## src/rtl/dma_term_pkg.sv

```systemverilog
package dma_term_pkg;

  typedef enum logic [1:0] {
    DIR_P2M = 2'b00,
    DIR_M2P = 2'b01,
    DIR_M2M = 2'b10,
    DIR_RSV = 2'b11
  } dir_e;

  // Legality of a requested start; pfc_eff is the flow bit after override.
  function automatic logic cfg_legal(dir_e d, logic pfc_eff, logic circ,
                                     logic direct, logic dbuf, logic burst,
                                     logic cnt_zero);
    logic bad;
    bad = (d == DIR_RSV)
        | (pfc_eff & (circ | dbuf))
        | ((d == DIR_M2M) & (circ | dbuf | direct))
        | (direct & burst)
        | (!pfc_eff & cnt_zero);
    return !bad;
  endfunction

  // Items moved under peripheral flow: full-scale minus remaining.
  function automatic int unsigned items_moved(int unsigned w, int unsigned remain);
    return ((32'd1 << w) - 32'd1) - remain;
  endfunction

endpackage

```

## src/rtl/dma_term_cfgchk.sv

```systemverilog
module dma_term_cfgchk
  import dma_term_pkg::*;
#(
  parameter int CNT_W = 16
) (
  input  logic [1:0]       dir,
  input  logic             pfc_req,
  input  logic             circ,
  input  logic             direct,
  input  logic             dbuf,
  input  logic             burst,
  input  logic [CNT_W-1:0] cnt_now,
  output logic             pfc_eff,
  output logic             legal
);
  dir_e d;
  assign d       = dir_e'(dir);
  assign pfc_eff = pfc_req && (d != DIR_M2M);
  assign legal   = cfg_legal(d, pfc_eff, circ, direct, dbuf, burst, cnt_now == '0);
endmodule

```

## src/rtl/dma_term_counter.sv

```systemverilog
module dma_term_counter #(
  parameter int CNT_W = 16
) (
  input  logic             clk,
  input  logic             rst_n,
  input  logic             sw_load,
  input  logic [CNT_W-1:0] sw_val,
  input  logic             force_max,
  input  logic             dec,
  input  logic             reload,
  output logic [CNT_W-1:0] count,
  output logic             at_one
);
  localparam logic [CNT_W-1:0] CNT_MAX = '1;
  localparam logic [CNT_W-1:0] CNT_ONE = CNT_W'(1);

  logic [CNT_W-1:0] rel_q;

  always_ff @(posedge clk) begin
    if (!rst_n) begin
      count <= '0;
      rel_q <= '0;
    end else begin
      if (force_max)    count <= CNT_MAX;
      else if (sw_load) count <= sw_val;
      else if (reload)  count <= rel_q;
      else if (dec)     count <= count - CNT_ONE;
      if (sw_load && !force_max) rel_q <= sw_val;
    end
  end

  assign at_one = (count == CNT_ONE);
endmodule

```

## src/rtl/dma_term_ctrl.sv

```systemverilog
module dma_term_ctrl (
  input  logic clk,
  input  logic rst_n,
  input  logic ev_start,
  input  logic ev_stop,
  input  logic ev_tc,
  input  logic ev_reject,
  input  logic flush_set,
  input  logic tc_clr,
  input  logic err_clr,
  output logic active,
  output logic tc_flag,
  output logic cfg_err,
  output logic flush_req
);
  always_ff @(posedge clk) begin
    if (!rst_n) begin
      active    <= 1'b0;
      tc_flag   <= 1'b0;
      cfg_err   <= 1'b0;
      flush_req <= 1'b0;
    end else begin
      if (ev_start)     active <= 1'b1;
      else if (ev_stop) active <= 1'b0;
      if (ev_tc)        tc_flag <= 1'b1;
      else if (tc_clr)  tc_flag <= 1'b0;
      if (ev_reject)    cfg_err <= 1'b1;
      else if (err_clr) cfg_err <= 1'b0;
      flush_req <= flush_set;
    end
  end
endmodule

```

## src/rtl/dma_term_unit.sv

```systemverilog
module dma_term_unit
  import dma_term_pkg::*;
#(
  parameter int CNT_W = 16
) (
  input  logic             clk,
  input  logic             rst_n,
  input  logic             cfg_wr,
  input  logic             cfg_en,
  input  logic [1:0]       cfg_dir,
  input  logic             cfg_pfc,
  input  logic             cfg_circ,
  input  logic             cfg_direct,
  input  logic             cfg_dbuf,
  input  logic             cfg_burst,
  input  logic             cnt_wr,
  input  logic [CNT_W-1:0] cnt_wdata,
  input  logic             tc_clr,
  input  logic             err_clr,
  input  logic             beat_done,
  input  logic             xfer_done,
  input  logic             last_sreq,
  input  logic             last_breq,
  output logic             active,
  output logic [CNT_W-1:0] count,
  output logic             tc_flag,
  output logic             cfg_err,
  output logic             flush_req,
  output logic             pfc_eff
);
  dir_e dir_q;
  logic pfc_q, circ_q, pend_last;
  logic pfc_in_eff, legal, at_one;

  // Named events, visible to the bound checker.
  logic ev_start, ev_reject, ev_abort, ev_zero, ev_lastdone;
  logic ev_wrap, ev_stop, ev_tc, flush_set, last_req;

  dma_term_cfgchk #(.CNT_W(CNT_W)) u_cfg (
    .dir(cfg_dir), .pfc_req(cfg_pfc), .circ(cfg_circ), .direct(cfg_direct),
    .dbuf(cfg_dbuf), .burst(cfg_burst), .cnt_now(count),
    .pfc_eff(pfc_in_eff), .legal(legal)
  );

  assign last_req    = last_sreq | last_breq;
  assign ev_start    = cfg_wr & cfg_en & !active & legal;
  assign ev_reject   = cfg_wr & cfg_en & !active & !legal;
  assign ev_abort    = cfg_wr & !cfg_en & active;
  assign ev_zero     = active & beat_done & at_one & !ev_abort;
  assign ev_lastdone = active & pfc_q & xfer_done & (pend_last | last_req) & !ev_abort;
  assign ev_wrap     = ev_zero & circ_q;
  assign ev_stop     = ev_abort | ev_lastdone | (ev_zero & !circ_q);
  assign ev_tc       = ev_abort | ev_lastdone | ev_zero;
  assign flush_set   = ev_abort & (dir_q == DIR_P2M);

  always_ff @(posedge clk) begin
    if (!rst_n) begin
      dir_q     <= DIR_P2M;
      pfc_q     <= 1'b0;
      circ_q    <= 1'b0;
      pend_last <= 1'b0;
    end else begin
      if (cfg_wr && !active) begin
        dir_q  <= dir_e'(cfg_dir);
        pfc_q  <= pfc_in_eff;
        circ_q <= cfg_circ;
      end
      if (ev_start || ev_stop)            pend_last <= 1'b0;
      else if (active && pfc_q && last_req) pend_last <= 1'b1;
    end
  end

  dma_term_counter #(.CNT_W(CNT_W)) u_cnt (
    .clk(clk), .rst_n(rst_n),
    .sw_load(cnt_wr & !active), .sw_val(cnt_wdata),
    .force_max(ev_start & pfc_in_eff),
    .dec(active & beat_done & !ev_abort),
    .reload(ev_wrap),
    .count(count), .at_one(at_one)
  );

  dma_term_ctrl u_ctl (
    .clk(clk), .rst_n(rst_n),
    .ev_start(ev_start), .ev_stop(ev_stop), .ev_tc(ev_tc),
    .ev_reject(ev_reject), .flush_set(flush_set),
    .tc_clr(tc_clr), .err_clr(err_clr),
    .active(active), .tc_flag(tc_flag), .cfg_err(cfg_err), .flush_req(flush_req)
  );

  assign pfc_eff = pfc_q;
endmodule

```

## config.mk

```make
export PLATFORM = sky130hd
export DESIGN_NAME = dma_term_unit
export DESIGN_NICKNAME = d
export VERILOG_FILES = /design/src/rtl/dma_term_pkg.sv /design/src/rtl/dma_term_cfgchk.sv /design/src/rtl/dma_term_counter.sv /design/src/rtl/dma_term_ctrl.sv /design/src/rtl/dma_term_unit.sv
export SDC_FILE = /design/constraint.sdc
export NUM_CORES = 1
export LEC_CHECK = 0
export ABC_AREA = 1
export BUFFER_PORTS_ARGS = -buffer_cell sky130_fd_sc_hd__buf_4
export CELL_PAD_IN_SITES_DETAIL_PLACEMENT = 0
export CELL_PAD_IN_SITES_GLOBAL_PLACEMENT = 1
export CORE_MARGIN = 1.5
export CORE_UTILIZATION = 35
export CTS_BUF_LIST = sky130_fd_sc_hd__clkbuf_2
export DETAILED_ROUTE_END_ITERATION = 10
export GPL_TIMING_DRIVEN = 0
export PLACE_DENSITY = 0.74
export SKIP_CTS_REPAIR_TIMING = 1
export SLEW_MARGIN = 30
export SYNTH_ARGS = -nofsm -noshare
export SYNTH_HDL_FRONTEND = slang
export SYNTH_HIERARCHICAL = 1
export SYNTH_SLANG_ARGS = --single-unit
```

## constraint.sdc

```tcl
create_clock -name clk -period 2.3 [get_ports clk]
set_input_delay 0.46 -clock clk [delete_from_list [all_inputs] [get_ports clk]]
set_output_delay 0.46 -clock clk [all_outputs]
set_load 0.01 [all_outputs]
```

### After elaboration in Yosys (flattened, before gate mapping)

Index checks and enable logic that the tools add are counted.

* eq/ne operators: 4
* reductions and logical operators: 20
* bitwise gates (word level): 35
* multiplexer cells: 10
* add/sub/neg operators: 1

Operators with widths (count)
* 2-to-1 mux 16 bit: 4
* AND 1 bit: 23
* equality test 16 x 1 -> 1 bit (second input constant): 1
* zero test 16 bit: 1
* subtractor 16 x 1 -> 16 bit (second input constant): 1
* bitwise OR 1 bit: 11
* zero test 1 bit: 7
* 2-to-1 mux 1 bit: 6
* nonzero test 2 bit: 3
* logical AND 1 bit: 5
* equality test 2 bit (second input constant): 2
* nonzero test 4 bit: 1
* zero test 2 bit: 1
* inequality test 2 bit (second input constant): 1
* OR reduction 2 bit: 1
* logical OR 1 bit: 1
* NOT 1 bit: 1

* flip-flop bits (word level): 41
* output and inout bits: 21
* logic and storage cells: 80
* bits of input ports: 34

### Depth between registers and ports, before layout

* depth after elaboration: 12
* mapped depth: 16
* gate-level depth less buffers: 15

### Cells and area by module

Netlist, hierarchy kept.

Modules (own cells, without submodules)
* dma_term_counter: area each 1940.6 sq um, sequential area each 640.6 sq um, cells each 320, instances 1
* dma_term_unit: area each 334.1 sq um, sequential area each 100.1 sq um, cells each 51, instances 1
* dma_term_ctrl: area each 140.1 sq um, sequential area each 80.1 sq um, cells each 19, instances 1
* dma_term_cfgchk: area each 110.1 sq um, sequential area each 0.0 sq um, cells each 28, instances 1

### Least setup slack after synthesis

Ideal clock, no wire load.

* kind: register to register
* start: register u_cnt.count[0]
* end: register u_cnt.count[2]
* required time: 2.230 ns
* arrival time: 2.014 ns
* setup time: 0.070 ns
* cell stages (with the launch flop): 11
* slack: 0.216 ns
* buffers on the path: 2
* clock period less this slack: 2.084 ns
* cell sequence: dfxtp_1 > ha_1 > nand3b_1 > nor4_1 > nand3_1 > nor3_1 > buf_2 > buf_4 > nand2_1 > a31o_2 > a21oi_1

* word-level cells in the longest chain between the ends: 7
* elaborated cells on any way between the ends: 16
* classes of those cells: add/sub (1); eq/ne (1); mux (4); bitwise (7); reduce/logical (3)

RTL lines
* start, declared: line dma_term_counter.sv:11 `output logic [CNT_W-1:0] count,`
* start signal, assigned: line dma_term_counter.sv:25 `else if (sw_load) count <= sw_val;`
* start signal, assigned: line dma_term_counter.sv:26 `else if (reload) count <= rel_q;`
* start signal, assigned: line dma_term_counter.sv:27 `else if (dec) count <= count - CNT_ONE;`
* equality test 16 x 1 -> 1 bit (*): line dma_term_counter.sv:32 `assign at_one = (count == CNT_ONE);`
* via at_one: line dma_term_unit.sv:33 `logic pfc_in_eff, legal, at_one;`
* AND 1 bit (*) (2 in series): line dma_term_unit.sv:49 `assign ev_zero = active & beat_done & at_one & !ev_abort;`
* AND 1 bit (*): line dma_term_unit.sv:51 `assign ev_wrap = ev_zero & circ_q;`
* via ev_wrap: line dma_term_unit.sv:37 `logic ev_wrap, ev_stop, ev_tc, flush_set, last_req;`
* 2-to-1 mux 16 bit: line dma_term_counter.sv:26
* 2-to-1 mux 16 bit: line dma_term_counter.sv:25
* 2-to-1 mux 16 bit: line dma_term_counter.sv:24 `if (force_max) count <= CNT_MAX;`

The timed path passes the listed nets; every way through them passes the cells marked *. The select of a mux whose other input is x is not followed.
A chain may end at the register's enable or synchronous reset.

### Final worst setup path

* start: register u_cnt.count[1]
* end: register u_cnt.count[2]

The elaborated chain is that of the path after synthesis.

==> flow_summary.toml <==
[worst_setup_path]
r2r_start = "u_cnt/count[1]"
arrival_ns = 2.57
rrSetupSlack_ns = 0.08
start_kind = "register"
cp_max_fo = 10
worstRegToRegCells = 11
r2r-end = "u_cnt/count[2]"
end_kind = "register"
cp_data_required_time_ns = 2.65
crit_type = "register to register"

[placed_design]
numPortBuffers = 54
dp_hpwl_mm = 5.667
preCtsSetupSlack_ns = -0.4160
routabilityCongestion = 0.7849
dp.cells = 568
placedInstanceArea_mm2 = 0.003050

[floorplan]
dieArea_mm2 = 0.007733
io_pins = 55
dieHeight_um = 87.94
core_region_area_mm2 = 0.006869
die_w_um = 87.94
start_util_pct = 36.76
num_rows = 30

[clock_network]
insertion_delay_ns = 0.41
cts_tree = "done"
numCtsBuffers = 5
root_buffer = "clkbuf_2"
clk_pin_slew_ns = 0.24
h-tree-depth = 2
clockBufferDepth = 2
numClockSinks = 41

[synth]
syn-num-nets = 454
syn_area_mm2 = 0.002525
synth_seq_cells = 41
synth_top_area_share_pct = 32.51
netlist-cell-type-count = 32
synth_ff_type = "dfxtp_1"
synth-edff-count = 0
synth_cells = 418
synth_warnings = 6
synth_top_cell_by_area = "dfxtp_1"
synth-async-reset-ratio_pct = 0
netlist_top_cells_area = "dfxtp_1 (33%), nand2_1 (16%), nor2_1 (11%)"
synth_seq_area_share_pct = 32.51
avgSynthCellArea_um2 = 6.040

[min_path]
hold_class = "input port to register"
worstHoldPathCells = 3
hold_start = "cnt_wdata[0]"
min_to = "u_cnt/rel_q[0]"

[timing]
worst_slack_ns = 0.08471
fin_crit_sh_pct = 96.32
finalCriticalPeriod_ns = 2.215
max_freq_mhz = 451.4
slew_headroom_pct = 65.58
final_hold_viol_count = 0
setup_viol = 0
setup_tns_ns = 0
skew_ns = 0.02850
slew_viol_final = 0
tightestPinTransition_ns = 0.5164
rsz0062_at_grt = "yes"

[cells_and_area]
syn2layout_area_growth_pct = 30.97
nets = 524
diodes = 0
final_cells = 585
fill_cells = 762
final_area_mm2 = 0.003307
drive_above_1_share_pct = 25.97

[global_route]
grt_pass1_wl_mm = 11.90
grt_max_degree = 14
track_usage_pct = 20.24
antenna_found_initial = 0
grt_pass1_vias = 2358
grt-ovfl-total = 0

[pwr]
power_density_mw_per_mm2 = 561.8
power_uw = 1858
vdd_drop_max_v = 0.0002330
leakage_uw = 0.001679

[run_status]
status = "completed"

[drt]
avgRoutedWirePerCell_um = 13.05
drt-total-wl_mm = 7.637
viasPerCell = 4.603
num_vias = 2693
final_antenna_net_count = 0
drt_iter0_drc = 115
post-route-drc-count = 0
detail_route.first_pass.iterations = 5

[flow_run]
cap_violations = 0
stage by stage:
stage | hold slack, ns | util, %
4_1_cts | 0.2328 | 45.37
3_3_place_gp | 0.4469 | 44.41
3_5_place_dp | 0.4589 | 44.41
5_1_grt | 0.2369 | 48.14
6_report | 0.2513 | 48.14
2_1_floorplan | 0.4500 | -
cell type report:
cell class,instances,area [um2],share of cell area [%]
inverters,66,250.2,7.567
plain buffers,12,90.09,2.724
multi-input cells,299,1459,44.12
clock inverters,3,41.29,1.249
well taps,96,120.1,3.632
repair buffers,63,476.7,14.42
clock buffers,5,25.02,0.7567
flip-flops and latches,41,844.6,25.54
sequential cells by signal, summed over array words and instances (netlist names):
signal / cells
u_cnt/count: 16
u_cnt/rel_q: 16
dir_q: 2
circ_q: 1
pend_last: 1
pfc_eff: 1
u_ctl/active: 1
u_ctl/cfg_err: 1
u_ctl/flush_req: 1
u_ctl/tc_flag: 1
cell usage in the layout, fill, tap and decap left out, types with 2 or more instances in the layout:
cell / synthesis / layout
nand2_1: 109 / 107
nor2_1: 71 / 68
buf_4: 1 / 63
inv_1: 64 / 60
o21ai_0: 42 / 38
dfxtp_1: 41 / 32
a21oi_1: 20 / 19
nand3_1: 17 / 15
nor2_2: 7 / 9
o21ai_1: 3 / 6
clkbuf_2: 1 / 6
nand2_2: 3 / 5
inv_2: 2 / 5
dfxtp_4: 0 / 5
nand3_2: 2 / 4
a21oi_2: 3 / 4
nor2_4: 3 / 4
clkbuf_1: 5 / 4
xor2_1: 4 / 4
dfxtp_2: 0 / 4
buf_6: 1 / 3
nand4_1: 2 / 2
o21ai_2: 1 / 2
buf_2: 3 / 2
buf_8: 0 / 2
o211ai_1: 2 / 2
cell usage after synthesis, drive strengths merged (3+ instances only):
cell,number
nand3,19
inv,66
a21oi,23
nor3,3
nand2,113
nor2,81
clkbuf,7
xor2,4
dfxtp,41
o21ai,46
buf,5
metal layers:
| metal | track usage (%) | up-vias | part of all wire, % |
|---|---|---|---|
| met3 | 3.016 | 5 | 5.4 |
| met2 | 29.42 | 60 | 43 |
| met5 | 0 | - | 0 |
| met4 | 4.329 | 0 | 0.76 |
| met1 | 31.25 | 1191 | 51 |
| li1 | - | 1437 | - |
critical path: stages (launching register included):
cell and delay, ns:
dfxtp_4 0.43, inv_4 0.07, ha_4 0.11, nand3b_1 0.12, nor4_4 0.38, nand3_2 0.16, nor3_4 0.17, buf_6 0.17
buf_8 0.14, nand2_1 0.06, a31o_2 0.23, a21oi_1 0.11
worst max-delay path by stage:
stage	from	to	slack, ns
floorplan	u_cnt/count[0]	u_cnt/count[2]	0.22
global placement	u_cnt/count[2]	u_cnt/count[6]	-0.40
detailed placement	u_cnt/count[2]	u_cnt/count[6]	-0.42
CTS	u_cnt/count[0]	u_cnt/count[6]	-0.47
global route	u_cnt/count[1]	u_cnt/count[14]	-0.05
finish	u_cnt/count[1]	u_cnt/count[2]	0.08
logic make-up (layout without fill, tap and decap cells):
logic type      after synthesis  count (layout)  synth area share (%)
simple gates                220             220                 37.02
buf+inv                      78             149                 12.64
compound gates               73              73                 15.46
flops                        41              41                 32.51
xor+xnor                      4               4                 1.387
fa+ha+maj                     2               2                0.9909
where the power goes:
part / switching, uW / internal (uW)
sequential: 79.2 / 774
clock: 253 / 180
combinational: 336 / 236
total: 668 / 1190
Power figures use the tool's default switching activity.
